==> src/rtl/trigSeqPkg.sv <==
package trigSeqPkg;

  localparam int TMR_N = 2;

  // field selectors inside a state's address window
  localparam logic [2:0] FLD_HIT  = 3'd0;
  localparam logic [2:0] FLD_ELSE = 3'd1;
  localparam logic [2:0] FLD_CAP  = 3'd2;
  localparam logic [2:0] FLD_CNT  = 3'd3;
  localparam logic [2:0] FLD_ACT  = 3'd4;

  localparam int ACT_W = 2 + 2 * TMR_N;

  typedef enum logic [2:0] {
    OP_AND  = 3'd0,
    OP_NAND = 3'd1,
    OP_OR   = 3'd2,
    OP_NOR  = 3'd3,
    OP_XOR  = 3'd4,
    OP_XNOR = 3'd5,
    OP_OFF6 = 3'd6,
    OP_OFF7 = 3'd7
  } combOp_e;

  // strobes from control to datapath
  typedef struct packed {
    logic             clrCnt;
    logic             incCnt;
    logic             killTmr;
    logic [TMR_N-1:0] tmrStart;
    logic [TMR_N-1:0] tmrStop;
  } seqStrobe_t;

  // evaluated conditions of the current state, datapath to control
  typedef struct packed {
    logic             hitCond;
    logic             elseCond;
    logic             capCond;
    logic             cntReached;
    logic             advance;
    logic             fire;
    logic [TMR_N-1:0] start;
    logic [TMR_N-1:0] stop;
  } condFlags_t;

endpackage

==> src/rtl/condEval.sv <==
module condEval
  import trigSeqPkg::*;
#(
  parameter int TERMS = 10
) (
  input  logic [TERMS-1:0] terms,
  input  logic [TERMS-1:0] mask,
  input  logic [2:0]       op,
  output logic             match
);
  logic [TERMS-1:0] picked;

  always_comb begin
    picked = terms & mask;
    unique case (combOp_e'(op))
      OP_AND:  match = &(terms | ~mask);
      OP_NAND: match = ~&(terms | ~mask);
      OP_OR:   match = |picked;
      OP_NOR:  match = ~|picked;
      OP_XOR:  match = ^picked;
      OP_XNOR: match = ~^picked;
      default: match = 1'b0;
    endcase
  end
endmodule

==> src/rtl/seqTimer.sv <==
module seqTimer #(
  parameter int W = 36
) (
  input  logic         clk,
  input  logic         rstN,
  input  logic         kill,
  input  logic         start,
  input  logic         stop,
  input  logic [W-1:0] limit,
  output logic         expired
);
  localparam int XW = W + 1;

  logic [W-1:0] count;
  logic         running;
  logic [XW-1:0] nextCount;

  assign nextCount = {1'b0, count} + XW'(1);

  always_ff @(posedge clk or negedge rstN) begin
    if (!rstN) begin
      count   <= '0;
      running <= 1'b0;
      expired <= 1'b0;
    end else if (kill) begin
      count   <= '0;
      running <= 1'b0;
      expired <= 1'b0;
    end else if (start) begin
      count   <= '0;
      running <= 1'b1;
      expired <= 1'b0;
    end else if (stop) begin
      running <= 1'b0;
    end else if (running) begin
      count <= nextCount[W-1:0];
      if (nextCount == {1'b0, limit}) begin
        expired <= 1'b1;
        running <= 1'b0;
      end
    end
  end
endmodule

==> src/rtl/trigSeqData.sv <==
module trigSeqData
  import trigSeqPkg::*;
#(
  parameter int NUM_STATES = 16,
  parameter int STATE_W    = 4,
  parameter int NUM_EXT    = 8,
  parameter int CNT_W      = 20,
  parameter int TMR_W      = 36,
  parameter int ADDR_W     = 8
) (
  input  logic               clk,
  input  logic               rstN,
  input  logic [NUM_EXT-1:0] matchIn,
  input  logic               cfgWe,
  input  logic [ADDR_W-1:0]  cfgAddr,
  input  logic [31:0]        cfgData,
  input  logic [STATE_W-1:0] curState,
  input  seqStrobe_t         strobe,
  output condFlags_t         flags,
  output logic [STATE_W-1:0] elseTarget,
  output logic [TMR_N-1:0]   tmrExp
);
  localparam int NUM_TERMS = NUM_EXT + TMR_N;
  localparam int HI_W      = TMR_W - 32;
  localparam int CXW       = CNT_W + 1;

  logic [NUM_TERMS-1:0] hitMask  [NUM_STATES];
  logic [NUM_TERMS-1:0] elseMask [NUM_STATES];
  logic [NUM_TERMS-1:0] capMask  [NUM_STATES];
  logic [2:0]           hitOp    [NUM_STATES];
  logic [2:0]           elseOp   [NUM_STATES];
  logic [2:0]           capOp    [NUM_STATES];
  logic [STATE_W-1:0]   elseTgt  [NUM_STATES];
  logic [CNT_W-1:0]     cntTgt   [NUM_STATES];
  logic [ACT_W-1:0]     actBits  [NUM_STATES];
  logic [TMR_W-1:0]     tmrLimit [TMR_N];

  logic                 tmrSpace;
  logic [STATE_W-1:0]   wrState;
  logic [2:0]           wrField;

  assign tmrSpace = cfgAddr[ADDR_W-1];
  assign wrState  = cfgAddr[3 +: STATE_W];
  assign wrField  = cfgAddr[2:0];

  always_ff @(posedge clk or negedge rstN) begin
    if (!rstN) begin
      for (int s = 0; s < NUM_STATES; s++) begin
        hitMask[s]  <= '0;
        elseMask[s] <= '0;
        capMask[s]  <= '0;
        hitOp[s]    <= '0;
        elseOp[s]   <= '0;
        capOp[s]    <= '0;
        elseTgt[s]  <= '0;
        cntTgt[s]   <= '0;
        actBits[s]  <= '0;
      end
      for (int t = 0; t < TMR_N; t++) tmrLimit[t] <= '0;
    end else if (cfgWe) begin
      if (tmrSpace) begin
        if (cfgAddr[0]) tmrLimit[cfgAddr[1]][TMR_W-1:32] <= cfgData[HI_W-1:0];
        else            tmrLimit[cfgAddr[1]][31:0]       <= cfgData;
      end else begin
        unique case (wrField)
          FLD_HIT: begin
            hitMask[wrState] <= cfgData[NUM_TERMS-1:0];
            hitOp[wrState]   <= cfgData[26:24];
          end
          FLD_ELSE: begin
            elseMask[wrState] <= cfgData[NUM_TERMS-1:0];
            elseOp[wrState]   <= cfgData[26:24];
            elseTgt[wrState]  <= cfgData[28 +: STATE_W];
          end
          FLD_CAP: begin
            capMask[wrState] <= cfgData[NUM_TERMS-1:0];
            capOp[wrState]   <= cfgData[26:24];
          end
          FLD_CNT: cntTgt[wrState]  <= cfgData[CNT_W-1:0];
          FLD_ACT: actBits[wrState] <= cfgData[ACT_W-1:0];
          default: ;
        endcase
      end
    end
  end

  logic [NUM_TERMS-1:0] terms;
  assign terms = {tmrExp, matchIn};

  condEval #(.TERMS(NUM_TERMS)) i_hitEval (
    .terms(terms), .mask(hitMask[curState]), .op(hitOp[curState]), .match(flags.hitCond));
  condEval #(.TERMS(NUM_TERMS)) i_elseEval (
    .terms(terms), .mask(elseMask[curState]), .op(elseOp[curState]), .match(flags.elseCond));
  condEval #(.TERMS(NUM_TERMS)) i_capEval (
    .terms(terms), .mask(capMask[curState]), .op(capOp[curState]), .match(flags.capCond));

  // occurrence counter of the current state
  logic [CNT_W-1:0] hitCnt;
  logic [CNT_W-1:0] effTgt;

  always_ff @(posedge clk or negedge rstN) begin
    if (!rstN)               hitCnt <= '0;
    else if (strobe.clrCnt)  hitCnt <= '0;
    else if (strobe.incCnt)  hitCnt <= hitCnt + CNT_W'(1);
  end

  assign effTgt           = (cntTgt[curState] == '0) ? CNT_W'(1) : cntTgt[curState];
  assign flags.cntReached = ({1'b0, hitCnt} + CXW'(1)) >= {1'b0, effTgt};
  assign flags.advance    = actBits[curState][0];
  assign flags.fire       = actBits[curState][1];
  assign elseTarget       = elseTgt[curState];

  for (genvar i = 0; i < TMR_N; i++) begin : g_tmr
    assign flags.start[i] = actBits[curState][2 + 2*i];
    assign flags.stop[i]  = actBits[curState][3 + 2*i];

    seqTimer #(.W(TMR_W)) i_timer (
      .clk    (clk),
      .rstN   (rstN),
      .kill   (strobe.killTmr),
      .start  (strobe.tmrStart[i]),
      .stop   (strobe.tmrStop[i]),
      .limit  (tmrLimit[i]),
      .expired(tmrExp[i])
    );
  end
endmodule

==> src/rtl/trigSeqCtrl.sv <==
module trigSeqCtrl
  import trigSeqPkg::*;
#(
  parameter int NUM_STATES = 16,
  parameter int STATE_W    = 4
) (
  input  logic               clk,
  input  logic               rstN,
  input  logic               arm,
  input  condFlags_t         flags,
  input  logic [STATE_W-1:0] elseTarget,
  output logic [STATE_W-1:0] curState,
  output logic               armedQ,
  output logic               trigQ,
  output seqStrobe_t         strobe
);
  localparam logic [STATE_W-1:0] LAST = STATE_W'(NUM_STATES - 1);

  logic active;
  logic fullHit;

  assign active  = armedQ & ~trigQ;
  assign fullHit = active & flags.hitCond & flags.cntReached;

  always_comb begin
    strobe = '0;
    if (arm) begin
      strobe.killTmr = 1'b1;
      strobe.clrCnt  = 1'b1;
    end else if (fullHit) begin
      strobe.clrCnt   = 1'b1;
      strobe.tmrStart = flags.start;
      strobe.tmrStop  = flags.stop;
    end else if (active && flags.elseCond) begin
      strobe.clrCnt = 1'b1;
    end else if (active && flags.hitCond) begin
      strobe.incCnt = 1'b1;
    end
  end

  always_ff @(posedge clk or negedge rstN) begin
    if (!rstN) begin
      curState <= '0;
      armedQ   <= 1'b0;
      trigQ    <= 1'b0;
    end else if (arm) begin
      curState <= '0;
      armedQ   <= 1'b1;
      trigQ    <= 1'b0;
    end else if (fullHit) begin
      if (flags.fire) trigQ <= 1'b1;
      if (flags.advance && curState != LAST) curState <= curState + STATE_W'(1);
    end else if (active && flags.elseCond) begin
      curState <= elseTarget;
    end
  end
endmodule

==> src/rtl/trigSeqTop.sv <==
module trigSeqTop
  import trigSeqPkg::*;
#(
  parameter int NUM_STATES = 16,
  parameter int NUM_EXT    = 8,
  parameter int CNT_W      = 20,
  parameter int TMR_W      = 36
) (
  input  logic                                clk,
  input  logic                                rstN,
  input  logic                                arm,
  input  logic [NUM_EXT-1:0]                  matchIn,
  input  logic                                cfgWe,
  input  logic [$clog2(NUM_STATES)+3:0]       cfgAddr,
  input  logic [31:0]                         cfgData,
  output logic [$clog2(NUM_STATES)-1:0]       curState,
  output logic                                runOut,
  output logic                                capEn,
  output logic [1:0]                          timerExp
);
  localparam int STATE_W = $clog2(NUM_STATES);
  localparam int ADDR_W  = STATE_W + 4;

  condFlags_t         flags;
  seqStrobe_t         strobe;
  logic [STATE_W-1:0] elseTarget;
  logic               armedQ;
  logic               trigQ;
  logic               hitCondW;
  logic               elseCondW;

  trigSeqData #(
    .NUM_STATES(NUM_STATES), .STATE_W(STATE_W), .NUM_EXT(NUM_EXT),
    .CNT_W(CNT_W), .TMR_W(TMR_W), .ADDR_W(ADDR_W)
  ) i_data (
    .clk(clk), .rstN(rstN), .matchIn(matchIn), .cfgWe(cfgWe),
    .cfgAddr(cfgAddr), .cfgData(cfgData), .curState(curState),
    .strobe(strobe), .flags(flags), .elseTarget(elseTarget), .tmrExp(timerExp)
  );

  trigSeqCtrl #(.NUM_STATES(NUM_STATES), .STATE_W(STATE_W)) i_ctrl (
    .clk(clk), .rstN(rstN), .arm(arm), .flags(flags), .elseTarget(elseTarget),
    .curState(curState), .armedQ(armedQ), .trigQ(trigQ), .strobe(strobe)
  );

  assign hitCondW  = flags.hitCond;
  assign elseCondW = flags.elseCond;
  assign runOut    = trigQ;
  assign capEn     = trigQ | (armedQ & flags.capCond);
endmodule

==> config.mk <==
export PLATFORM = sky130hd
export DESIGN_NAME = trigSeqTop
export DESIGN_NICKNAME = d
export VERILOG_FILES = /design/src/rtl/trigSeqPkg.sv /design/src/rtl/condEval.sv /design/src/rtl/seqTimer.sv /design/src/rtl/trigSeqData.sv /design/src/rtl/trigSeqCtrl.sv /design/src/rtl/trigSeqTop.sv
export SDC_FILE = /design/constraint.sdc
export NUM_CORES = 2
export LEC_CHECK = 0
export ABC_AREA = 1
export BUFFER_PORTS_ARGS = -buffer_cell sky130_fd_sc_hd__buf_2
export CORE_MARGIN = 3
export CORE_UTILIZATION = 64
export CTS_BUF_LIST = sky130_fd_sc_hd__clkbuf_4 sky130_fd_sc_hd__clkbuf_8 sky130_fd_sc_hd__clkbuf_16
export CTS_CLUSTER_SIZE = 40
export DETAILED_ROUTE_END_ITERATION = 16
export GPL_ROUTABILITY_DRIVEN = 0
export PLACE_DENSITY = 0.81
export SYNTH_ARGS = -nofsm -noshare
export SYNTH_HDL_FRONTEND = slang
export SYNTH_HIERARCHICAL = 1
export SYNTH_SLANG_ARGS = --single-unit
export TNS_END_PERCENT = 20
==> constraint.sdc <==
create_clock -name clk -period 4.3 [get_ports clk]
set_input_delay 0.43 -clock clk [delete_from_list [all_inputs] [get_ports clk]]
set_output_delay 0.43 -clock clk [all_outputs]
set_load 0.02 [all_outputs]
After elaboration in Yosys (flattened, before gate mapping) --
Index checks and enable logic that the tools add are counted.
Storage, ports and cells: flip-flop bits (word level) 1278, output and inout port bits 8, word-level logic and storage cells 363
Cells by class: add/subtract/negate cells 5, magnitude comparators 6, eq/ne operators 25, mux-type cells 104, bitwise gates (word level) 19, reduce and logical (&&, ||, !) cells 48
Operators by type and width (number):
- $bwmux 160 | 3
- $mux 36 | 9
- $bwmux 320 | 1
- $bwmux 48 | 3
- $bwmux 72 | 2
- $bmux 10 s4 | 3
- $mux 20 | 6
- $bwmux 96 | 1
- $bmux 20 s4 | 1
- $demux 20 s4 | 1
- $add 36x1->37 const B | 2
- $eq 37x36->1 | 2
- $demux 36 s1 | 2
- $mux 72 | 1
- $mux 10 | 7
- $bwmux 64 | 1
- $demux 10 s4 | 1
- $bmux 3 s4 | 3
- $mux 4 | 9
- $mux 32 | 1
- $mux 1 | 31
- $and 10x10->10 | 3
- $not 10->10 | 3
- $or 10x10->10 | 3
- 39 further kinds | 108

Depth between registers and ports, before layout --
depth after elaboration 16, mapped depth 32, depth with buffers taken out 30

Modules after synthesis --
The synthesis kept the hierarchy.
By module, submodules not included:
- trigSeqData | times used 1, cells each 6370, area each 53473.8 um^2, sequential area each 29928.7 um^2
- seqTimer | times used 2, cells each 555, area each 3328.2 um^2, sequential area each 950.9 um^2
- condEval | times used 3, cells each 78, area each 399.1 um^2, sequential area each 0.0 um^2
- trigSeqCtrl | times used 1, cells each 66, area each 447.9 um^2, sequential area each 150.1 um^2
- trigSeqTop | times used 1, cells each 3, area each 11.3 um^2, sequential area each 0.0 um^2

Worst setup path after synthesis --
Ideal clock, no wire load.
path kind reg-to-reg, start register i_ctrl.curState[0], end register i_data.g_tmr[0].i_timer.count[11], arrival 3890 ps, setup slack 269 ps, stages on the path, launching flop included 31, path through dfrtp_1 buf_2 buf_6 buf_6 buf_2 buf_1 nor2_1 o221ai_1 o211ai_1 nand2_1 nand2_1 ha_1 inv_1 nand2_2 nand2_2 nand2_4 nand2_2 nand2_1 nand3_1 nand2_1 nand3_2 nand3_1 nor2_4 nand2_1 nor2_1 nor2_1 inv_1 nor2_1 inv_1 clkbuf_1 o22ai_1
RTL lines:
- start: declaration | line trigSeqCtrl.sv:12 | output logic [STATE_W-1:0] curState,
- start signal: assignment | line trigSeqCtrl.sv:52 | if (flags.advance && curState != LAST) curState <= curState + STATE_W'(1);
- start signal: assignment | line trigSeqCtrl.sv:54 | curState <= elseTarget;
- end signal: assignment | line seqTimer.sv:36 | count <= nextCount[W-1:0];
- end: declaration | line seqTimer.sv:14 | logic [W-1:0] count;

==> results by group <==
Die
  • IO Count: 60
  • DIE AREA: around 0.1 mm^2
  • Die Wd: between 300 and 400 um
  • Standard-cell rows: 113
  • Die Y: 316.7 um
  • Starting Density: 64.84%
  • Core box area: 0.09529 mm^2

Timing
  • Worst Tran Pin Value: between 1 and 1.5 ns
  • Worst slew margin: 19.85%
  • RSZ-0062 raised after global routing: true
  • # setup viols final: 22
  • Fmax: 228.6 MHz
  • Period Utilization, post-route: 101.7%
  • Max-slew violation count: 0
  • Final WS setup: -0.07377 ns
  • Tmin final: 4.374 ns
  • TNS Setup: -0.8129 ns
  • Final Hold Vio Count: 0
  • Skew final: 0.02354 ns

Logic synthesis
  • Area share of the largest cell type after synthesis: 51.76%
  • Most area-hungry cell type in the Yosys netlist: dfrtp_1
  • Ys async rst share: 100.0%
  • Synth Instances: 7,783
  • Synthesized flop and latch total: around 1,300
  • Most used DFF post-synth: dfrtp_1
  • Synth cell types: 43
  • Synthesized area per cell: 7.939 um^2
  • Ranking of synthesized cells by area: dfrtp_1 52%, nand2_1 13%, o21ai_0 13%, nor2_1 4.3%, nand3_1 3.0%
  • Sequential fraction of the synthesis area: 51.76%
  • Synthesized cell area: 0.06179 mm^2
  • Net count after synthesis: around 8,000
  • EDFF count, synth: 0
  • Synth warn: 6

Cells and area
  • Layout net count: 7,760
  • Layout area overhead: 12.84%
  • Design area: around 0.070 mm^2
  • Share of layout cells above drive strength 1: 9.572%

Clock network
  • CTS tree: yes
  • Worst-Skew Late Latency: 0.75 ns
  • CTS Buf Count: 134
  • Clk slew on worst S/H paths: roughly 0.06 ns
  • Clk buf depth: 3
  • Root Buffer: clkbuf_16
  • Total clock sinks: 1,278
  • H-Tree Depth: 4

Run
  • Max Cap Violations: 0

Pwr
  • Power per Cell Area: 466.1 mW/mm^2
  • Lkg Pwr: 32.31 nW
  • Peak VDD IR: roughly 0.00044 V

Worst setup path
  • Slowest stage cell, crit path: dfrtp_4
  • Critical path class: reg -> reg
  • CP peak stage delay: 0.46 ns
  • Worst-path cell chain: buf_12, buf_16, buf_8, bufbuf_16, o21ai_0, o22ai_1, o211ai_1, nand2_1, nand2_1, ha_1, xor2_1, nand3_1, nand3_1, nand2_1, nand3_2, nand2_1, nand3_2, nor2_1, buf_4, nor2_4, inv_1, buf_12, o22ai_1
  • Crit end category: register
  • Worst path most repeated cell: nand2_1
  • Worst endpoint required time: 4.95 ns
  • Worst-path maximum fanout: 52
  • Worst EP arrival: 5.03 ns
  • Critical Path Start Type: register

Placement
  • HPWL after detailed placement: 111,200 um
  • I/O Buffers: just under 60
  • Placed inst area: approximately 0.063 mm^2

Routing
  • Via count: 57,130
  • Routed wire length: ~200,000 um
  • Routed Antenna Nets: 0
  • Drt drc: 0
  • Vias/cell: ~6.3
  • TritonRoute pass-1 iters: 8
  • Initial DRC Count: 7,827
  • Routed len/inst: 21.67 um

Global routing
  • Antenna violations before repair: 7
  • Grt total ovfl: 0
  • First-pass GRT wire length: a little under 300,000 um
  • Gr usage total: 37.46%
  • Largest net degree at the start of global routing: 138
  • Via count of the first global-routing pass: 54,160

Worst hold path
  • HP Class: in -> reg

Run status
  • Status: complete, but fails checks
  • Violated checks: negative setup slack
==> timing repair <==
item,CTS,global route
pin swaps,1,39
gates resized for setup,35,152
endpoints found under the setup margin,81,95
endpoints found under the hold margin,91,0
hold buffers,3,0
gates cloned,8,32
buffers inserted,5,29
==> layout by cell type (no fill, tap or decap), types with 11 or more instances in the layout <==
cell type,n
nand3b_1,33
clkbuf_4,26
ha_1,34
nor2_2,20
nand3_2,14
o211ai_1,78
a21oi_1,11
nor2_4,24
nor2_1,687
buf_2,57
clkbuf_8,21
xor2_1,23
inv_1,362
nand2_4,18
nand2_1,2189
clkinv_2,31
clkbuf_16,165
o21ai_0,1602
nand2_2,47
inv_2,24
dfrtp_1,1274
buf_12,39
nand3_1,370
buf_4,147
buf_16,14
nand4_1,25
o21ai_1,77
o221ai_1,136
o22ai_2,14
o22ai_1,96
==> routing by layer <==
layer	vias up	wire length, um	part of all wire, %	GRT usage [%]
li1	25570	-	-	-
met1	27260	72940	37	49.53
met2	3532	87250	45	57.88
met3	767	23560	12	8.557
met4	4	12190	6.2	20.42
met5	-	24	0.012	0
==> registers in the layout, summed over array words and instances, names as in the netlist <==
| register | count |
|---|---|
| i_data/actBits | 96 |
| i_data/g_tmr.i_timer/running | 2 |
| i_data/elseOp | 48 |
| i_data/hitOp | 48 |
| i_ctrl/armedQ | 1 |
| i_data/tmrLimit | 72 |
| i_data/g_tmr.i_timer/expired | 2 |
| i_data/hitMask | 160 |
| i_data/g_tmr.i_timer/count | 72 |
| i_data/capMask | 160 |
| i_data/hitCnt | 20 |
| i_ctrl/curState | 4 |
| i_data/capOp | 48 |
| i_ctrl/trigQ | 1 |
| i_data/elseMask | 160 |
| i_data/elseTgt | 64 |
| i_data/cntTgt | 320 |
==> area by class of cell <==
cell class              count  area, um^2
diodes                      4       10.01
clock buffers             184        3913
clock inverters            56       588.1
fillers                  6866       25570
inverters                 394        1540
multi-input cells        5550       26400
flip-flops and latches   1278       32000
well taps                1265        1583
repair buffers            308        3645
repair inverters            3       48.80
==> critical path: cells and delay by family, from the launching register on <==
kind | cells | cell delay (ns)
flip-flops | 1 | 0.46
buffers and inverters | 7 | 1.38
AND/OR/NAND/NOR | 10 | 1.18
AO/OA/AOI/OAI | 4 | 0.63
adder cells (fa/ha/maj) | 1 | 0.32
XOR/XNOR | 1 | 0.27
==> through the flow <==
step / hold WS, ns / total power, mW / util, % / instances / setup WS [ns]
after global placement: 0.4449 / 19.33 / 66.32 / 8722 / -0.06276
after global routing: 0.06549 / 33.72 / 73.16 / 9039 / -0.1993
final: 0.07621 / 32.50 / 73.17 / 9042 / -0.07377
after floorplan: 0.1344 / 17.29 / - / 7783 / 0.2692
after detailed placement: 0.4440 / 19.50 / 66.32 / 8722 / -0.2100
after CTS: 0.008908 / 31.51 / 71.50 / 8978 / -0.006508
==> cells by family (layout without fill, tap and decap cells) <==
group,after synthesis,in the layout,share of synthesized area [%]
AND/OR/NAND/NOR,3450,3450,22.84
buffers and inverters,955,945,6.136
other,0,4,0
adder cells (fa/ha/maj),39,39,0.7898
XOR/XNOR,34,34,0.6197
flip-flops,1278,1278,51.76
AO/OA/AOI/OAI,2027,2027,17.85
==> where the power goes <==
part / internal (mW) / leakage, nW / switching (mW) / total, mW
logic: 2.68 / 12.5 / 4.89 / 7.57
clock network: 6.94 / 2.26 / 4.90 / 11.8
registers: 12.7 / 17.5 / 0.419 / 13.1
total: 22.3 / 32.3 / 10.2 / 32.5
==> cells in the mapped netlist, types with 16 or more instances <==
cell,n
o22ai_1,110
nand2_4,16
nand3_1,376
xor2_1,24
o211ai_1,78
nor2_4,16
inv_1,382
nand2_1,2206
nand3b_1,33
dfrtp_1,1278
clkbuf_1,422
ha_1,39
nand2_2,32
nand4_1,25
o21ai_0,1622
buf_2,111
o221ai_1,140
o21ai_1,57
nor2_1,705
==> path summary, 6_finish.rpt <==
kind                                                 startpoint                                            end  slack, ns  depth (start not counted)
min in group asynchronous                                  rstN  i_data/g_tmr[1].i_timer/count[11]$_DFFE_PN0P_       0.27                          2
worst max-delay path             i_ctrl/curState[0]$_DFFE_PN0P_                   i_data/hitCnt[5]$_DFFE_PN0P_      -0.07                         23
max in group asynchronous                                  rstN                i_data/capMask[106]$_DFFE_PN0P_       2.70                          3
worst min register to register  i_data/elseMask[61]$_DFFE_PN0P_                i_data/elseMask[61]$_DFFE_PN0P_       0.48                          2
worst max register to register   i_ctrl/curState[0]$_DFFE_PN0P_                   i_data/hitCnt[5]$_DFFE_PN0P_      -0.07                         23
worst min-delay path                                cfgData[22]                i_data/tmrLimit[58]$_DFFE_PN0P_       0.08                          3
No activity file was read; power rests on OpenSTA's default activity.
